--- config.mk ---
export PLATFORM = sky130hd
export DESIGN_NAME = cascade_irq_ctrl
export DESIGN_NICKNAME = d
export VERILOG_FILES = /design/src/rtl/cascade_irq_ctrl.sv
export SDC_FILE = /design/constraint.sdc
export NUM_CORES = 2
export LEC_CHECK = 0
export ABC_AREA = 1
export BUFFER_PORTS_ARGS = -buffer_cell sky130_fd_sc_hd__clkbuf_2
export CAP_MARGIN = 0
export CORE_MARGIN = 4
export CORE_UTILIZATION = 35
export CTS_BUF_LIST = sky130_fd_sc_hd__clkbuf_4
export CTS_CLUSTER_SIZE = 14
export DETAILED_ROUTE_END_ITERATION = 10
export GPL_TIMING_DRIVEN = 0
export PLACE_DENSITY = 0.56
export SLEW_MARGIN = 10
export SYNTH_ARGS = -nofsm -noshare
export SYNTH_HDL_FRONTEND = slang
export SYNTH_SLANG_ARGS = --single-unit
--- constraint.sdc ---
create_clock -name clk_i -period 2.2 [get_ports clk_i]
set_input_delay 0.22 -clock clk_i [delete_from_list [all_inputs] [get_ports clk_i]]
set_output_delay 0.22 -clock clk_i [all_outputs]
set_load 0.03 [all_outputs]
--- src/rtl/cascade_irq_ctrl.sv ---
module cascade_irq_ctrl #(
  parameter int          SUB1_SLOT    = 0,
  parameter int          SUB2_SLOT    = 1,
  parameter logic [31:0] MAIN_POL_RST = 32'h3FF0EFE0,
  parameter logic [31:0] SUB1_POL_RST = 32'hFBD27186,
  parameter logic [31:0] SUB2_POL_RST = 32'h801810C0,
  parameter logic [31:0] MAIN_TYP_RST = 32'h00000000,
  parameter logic [31:0] SUB1_TYP_RST = 32'h00026000,
  parameter logic [31:0] SUB2_TYP_RST = 32'h00000000
) (
  input  logic        clk_i,
  input  logic        rst_ni,
  input  logic [95:0] src_i,
  input  logic        wr_en_i,
  input  logic [4:0]  wr_addr_i,
  input  logic [31:0] wr_data_i,
  input  logic [4:0]  rd_addr_i,
  output logic [31:0] rd_data_o,
  output logic        irq_o
);
  localparam logic [2:0] REG_EN = 3'd0, REG_POL = 3'd1, REG_TYP = 3'd2,
                         REG_RAW = 3'd3, REG_STAT = 3'd4;

  logic [95:0]      sync1_q, sync2_q;
  logic [2:0][31:0] en_q, pol_q, typ_q, edge_q, prev_q;
  logic [2:0][31:0] cur_a, hit_v, clr_v;
  logic [31:0]      raw0, raw1, raw2, main_in, rd_raw;
  logic             sub1_any, sub2_any;

  function automatic logic [31:0] raw_f(input logic [31:0] cur, pol, typ, edg);
    return (typ & edg) | (~typ & ~(cur ^ pol));
  endfunction

  function automatic logic [31:0] hit_f(input logic [31:0] cur, prv, pol);
    return (pol & cur & ~prv) | (~pol & ~cur & prv);
  endfunction

  assign raw1     = raw_f(sync2_q[63:32], pol_q[1], typ_q[1], edge_q[1]);
  assign raw2     = raw_f(sync2_q[95:64], pol_q[2], typ_q[2], edge_q[2]);
  assign sub1_any = |(raw1 & en_q[1]);
  assign sub2_any = |(raw2 & en_q[2]);

  always_comb begin
    main_in            = sync2_q[31:0];
    main_in[SUB1_SLOT] = ~sub1_any;
    main_in[SUB2_SLOT] = ~sub2_any;
  end

  assign raw0  = raw_f(main_in, pol_q[0], typ_q[0], edge_q[0]);
  assign irq_o = |(raw0 & en_q[0]);
  assign cur_a = {sync2_q[95:64], sync2_q[63:32], main_in};

  always_comb begin
    for (int b = 0; b < 3; b++) begin
      hit_v[b] = typ_q[b] & hit_f(cur_a[b], prev_q[b], pol_q[b]);
      clr_v[b] = (wr_en_i && wr_addr_i[4:3] == 2'(b) && wr_addr_i[2:0] == REG_RAW)
                 ? wr_data_i : 32'h0;
    end
  end

  always_ff @(posedge clk_i) begin
    if (!rst_ni) begin
      sync1_q <= '0;
      sync2_q <= '0;
      prev_q  <= '0;
      edge_q  <= '0;
      en_q    <= '0;
      pol_q   <= {SUB2_POL_RST, SUB1_POL_RST, MAIN_POL_RST};
      typ_q   <= {SUB2_TYP_RST, SUB1_TYP_RST, MAIN_TYP_RST};
    end else begin
      sync1_q <= src_i;
      sync2_q <= sync1_q;
      prev_q  <= cur_a;
      for (int b = 0; b < 3; b++) begin
        edge_q[b] <= typ_q[b] & (hit_v[b] | (edge_q[b] & ~clr_v[b]));
        if (wr_en_i && wr_addr_i[4:3] == 2'(b)) begin
          case (wr_addr_i[2:0])
            REG_EN:  en_q[b]  <= wr_data_i;
            REG_POL: pol_q[b] <= wr_data_i;
            REG_TYP: typ_q[b] <= wr_data_i;
            default: ;
          endcase
        end
      end
    end
  end

  always_comb begin
    case (rd_addr_i[4:3])
      2'd0:    rd_raw = raw0;
      2'd1:    rd_raw = raw1;
      2'd2:    rd_raw = raw2;
      default: rd_raw = 32'h0;
    endcase
    rd_data_o = 32'h0;
    if (rd_addr_i[4:3] != 2'd3) begin
      case (rd_addr_i[2:0])
        REG_EN:   rd_data_o = en_q[rd_addr_i[4:3]];
        REG_POL:  rd_data_o = pol_q[rd_addr_i[4:3]];
        REG_TYP:  rd_data_o = typ_q[rd_addr_i[4:3]];
        REG_RAW:  rd_data_o = rd_raw;
        REG_STAT: rd_data_o = rd_raw & en_q[rd_addr_i[4:3]];
        default:  rd_data_o = 32'h0;
      endcase
    end
  end

  a_r9_quiet_when_disabled: assert property (@(posedge clk_i) disable iff (!rst_ni)
    (en_q[0] == 32'h0) |-> !irq_o);

  a_r8_sub1_cascade: assert property (@(posedge clk_i) disable iff (!rst_ni)
    (!typ_q[0][SUB1_SLOT] && !pol_q[0][SUB1_SLOT]) |-> (raw0[SUB1_SLOT] == (|(raw1 & en_q[1]))));

  for (genvar g = 0; g < 3; g++) begin : g_chk
    a_r4_latch_holds: assert property (@(posedge clk_i) disable iff (!rst_ni)
      1'b1 |=> (($past(edge_q[g] & typ_q[g] & ~clr_v[g]) & typ_q[g] & ~edge_q[g]) == 32'h0));
    a_r5_clear_drops: assert property (@(posedge clk_i) disable iff (!rst_ni)
      1'b1 |=> (($past(clr_v[g] & ~hit_v[g]) & edge_q[g]) == 32'h0));
  end
endmodule

==> impl_metrics.py <==
metrics = {
    "sta": {
        "finalSetupViolCount": 41,
        "maxSlewHeadroom": 0.09559,
        "layout_setup_ws_ns": -1.573,
        "worst_pin_slew_ns": 1.357,
        "clock.fmax_mhz": 265.0,
        "grt_setup_unrepaired": "yes",
        "drv_slew": 0,
        "fin_setup_tns_ns": -18.61,
        "fin_crit_sh": 1.715,
        "hold_viol_final": 0,
        "finalCriticalPeriod_ns": 3.773,
        "skew_ns": 0.06414,
        "whs_ns": 0.09636,
    },
    "power_and_ir_drop": {
        "finalPower_mw": 26.99,
        "p_int_mw": 19.36,
        "power_frac_seq": 0.466,
        "switching_share": 0.2825,
        "p_sw_mw": 7.626,
        "power_density_nw_per_um2": 653.3,
        "p_clk_frac": 0.418,
        "ir_drop_uv": 341.8,
        "p_leak_nw": 19.00,
        "pwr-share-comb": 0.116,
    },
    "outcome": {
        "failed_checks": "negative setup slack",
        "status": "finished with violations",
    },
    "finish": {
        "drive_gt1_frac": 0.2870,
        "final_common_cell": "nand2_1",
        "final_cell_mix": "nand2_1 (995), dfxtp_1 (481), a21oi_1 (415)",
        "n_fill_cell": 8167,
        "final_util": 0.4921,
        "fin_cells": 5991,
        "nNetsFinal": 5059,
        "area_delta_synth_final_pct": 38.86,
    },
    "synthesis": {
        "yosys_warnings": 0,
        "ys_seq_elements": 668,
        "ys_top_cells_by_area": "dfxtp_1 (45%), nand2_1 (13%), ha_1 (8.1%), a21oi_1 (7.1%), o21ai_0 (6.9%)",
        "seq_area_frac_synth": 0.4495,
        "synth.top_cell.area_share": 0.4495,
        "syn_nets": 4288,
        "yosys.area.top_type": "dfxtp_1",
        "netlist_area_um2": 29750,
        "synth.distinct_cells": 30,
        "syn_avg_cell_area_um2": 7.523,
        "netlist_instances": 3955,
    },
    "grt": {
        "grt_max_degree": 17,
        "grt_overflow_total": 0,
        "antenna_found_initial": 10,
        "grtUsageTotal": 0.2864,
        "grt_pass1_vias": 29532,
        "grt_pass1_wl_um": 189900,
    },
    "die": {
        "rows": 106,
        "fp.dieH_um": 299.6,
        "core_um2": 83950,
        "ioPinCount": 174,
        "dieArea_um2": 89740,
        "start_util": 0.3544,
        "die_x_um": 299.6,
    },
    "placement": {
        "gp_congestion": 0.9758,
        "placedCellCount": 5258,
        "dp_hpwl_um": 87570,
        "io_buffer_count": 169,
    },
    "hold_path": {
        "hold_path_class": "in2reg",
    },
    "clock_network": {
        "clk_pin_slew_ns": 0.07,
        "numClockSinks": 668,
        "cts_buffers": 183,
        "clockBufferDepth": 3,
        "h-tree-depth": 4,
        "cts_tree": "yes",
        "root_buffer": "clkbuf_4",
        "clk-insertion-delay-late_ns": 1.06,
    },
    "critical_path": {
        "critPathArrivalTime_ns": 3.55,
        "worstSetupStartpointType": "flop",
        "crit_path_end_kind": "primary output",
        "worst-setup-path-type": "reg2out",
        "worstPathMaxFanout": 2,
        "crit_required_ns": 1.98,
    },
    "detailed_routing": {
        "wirelength_um": 132500,
        "drt_iter0_drc": 3338,
        "drc": 0,
        "routedWlPerCell_um": 22.12,
        "firstDrtPassIters": 8,
        "num_vias": 30846,
        "antenna_left": 0,
        "routed_via_density": 5.149,
    },
    "job": {
        "maxCapViolCount": 0,
    },
}
[state kept, by name (all words and copies together), names as in the netlist]
name	flops
edge_q	96
en_q	96
pol_q	96
prev_q	96
sync1_q	94
sync2_q	94
typ_q	96
[layer usage]
layer  vias up  wire [um]  global-route usage
met5         -         18                   0
met4         2       6820              0.1409
met3       375      13350             0.07344
met2      1623      59220              0.4563
met1     14574      53090              0.3606
li1      14272          -                   -
[cell families (layout without fill, tap and decap cells)]
logic type,count (synthesis),count (layout),share of synthesized area
AOI/OAI and AO/OA,986,986,0.1690
buffers and inverters,770,1665,0.1022
muxes,95,95,0.03196
and+or+nand+nor,1244,1244,0.1666
DFF,668,668,0.4495
adders and majority gates,192,192,0.08074
other,0,7,0
[through the flow]
step	setup slack, ns	cell area [um2]
after global routing	-1.747	41300
after detailed placement	-0.9206	32060
after global placement	-0.9201	32050
after CTS	-1.628	40600
final	-1.573	41310
after floorplan	0.0005100	29790
[power groups by stage]
stage / clock network (mW) / registers [mW] / logic [mW]
6_report: 11.3 / 12.6 / 3.13
5_1_grt: 12.1 / 12.6 / 3.29
4_1_cts: 11.4 / 12.6 / 2.91
3_5_place_dp: 0 / 12.8 / 2.10
3_3_place_gp: 0 / 12.8 / 2.09
2_1_floorplan: 0 / 12.8 / 1.09
[final timing paths]
check,endpoint,slack [ns],start,cells after the start
max reg2reg,edge_q[1]$_SDFF_PN0_,0.15,sync2_q[78]$_SDFF_PN0_,15
max,irq_o,-1.57,pol_q[38]$_SDFFE_PN0P_,18
min,pol_q[84]$_SDFFE_PN1P_,0.1,wr_data_i[20],4
min reg2reg,sync2_q[42]$_SDFF_PN0_,0.38,sync1_q[42]$_SDFF_PN0_,2
[repair_timing]
| item | in CTS | in global routing |
|---|---|---|
| pin swaps | 248 | 159 |
| endpoints found under the hold margin | 478 | 0 |
| endpoints found under the setup margin | 35 | 54 |
| setup buffers | 133 | 26 |
| hold buffers | 259 | 0 |
| resized for setup | 754 | 178 |
[synth_stat cells, drive strengths merged]
master,number
a21oi,423
and3,12
buf,98
clkbuf,112
clkinv,15
dfxtp,668
ha,192
inv,545
mux2i,95
nand2,1065
nand3,96
nand4,1
nor2,52
nor3,17
nor3b,1
o211ai,29
o21ai,528
o21bai,1
o221ai,5
[critical path, cell delays in order, from the launching register on]
cell and delay, ns:
dfxtp_2 0.36, inv_2 0.05, ha_4 0.27, o21ai_4 0.06, nand2_1 0.09, nand2_2 0.09
nor2_1 0.11, nand2_1 0.06, nor2_1 0.08, nand2_1 0.12, ha_4 0.31, nor2_4 0.04
a21oi_4 0.15, o21ai_2 0.07, nor2_1 0.08, nand2_1 0.10, nor2_1 0.14, nand2_2 0.14
buf_8 0.17
[cell type report]
cell class / instances / area, um2 / share of cell area
Sequential cell: 668 / 13660 / 0.3306
Clock buffer: 273 / 2049 / 0.04961
Tap cell: 1134 / 1419 / 0.03434
Inverter: 560 / 2135 / 0.05167
Clock inverter: 36 / 210.2 / 0.005088
Multi-Input combinational cell: 2517 / 15920 / 0.3854
Timing Repair Buffer: 586 / 4955 / 0.1199
Antenna cell: 7 / 17.52 / 0.0004240
Buffer: 210 / 948.4 / 0.02296
Power figures use the tool's default switching activity.
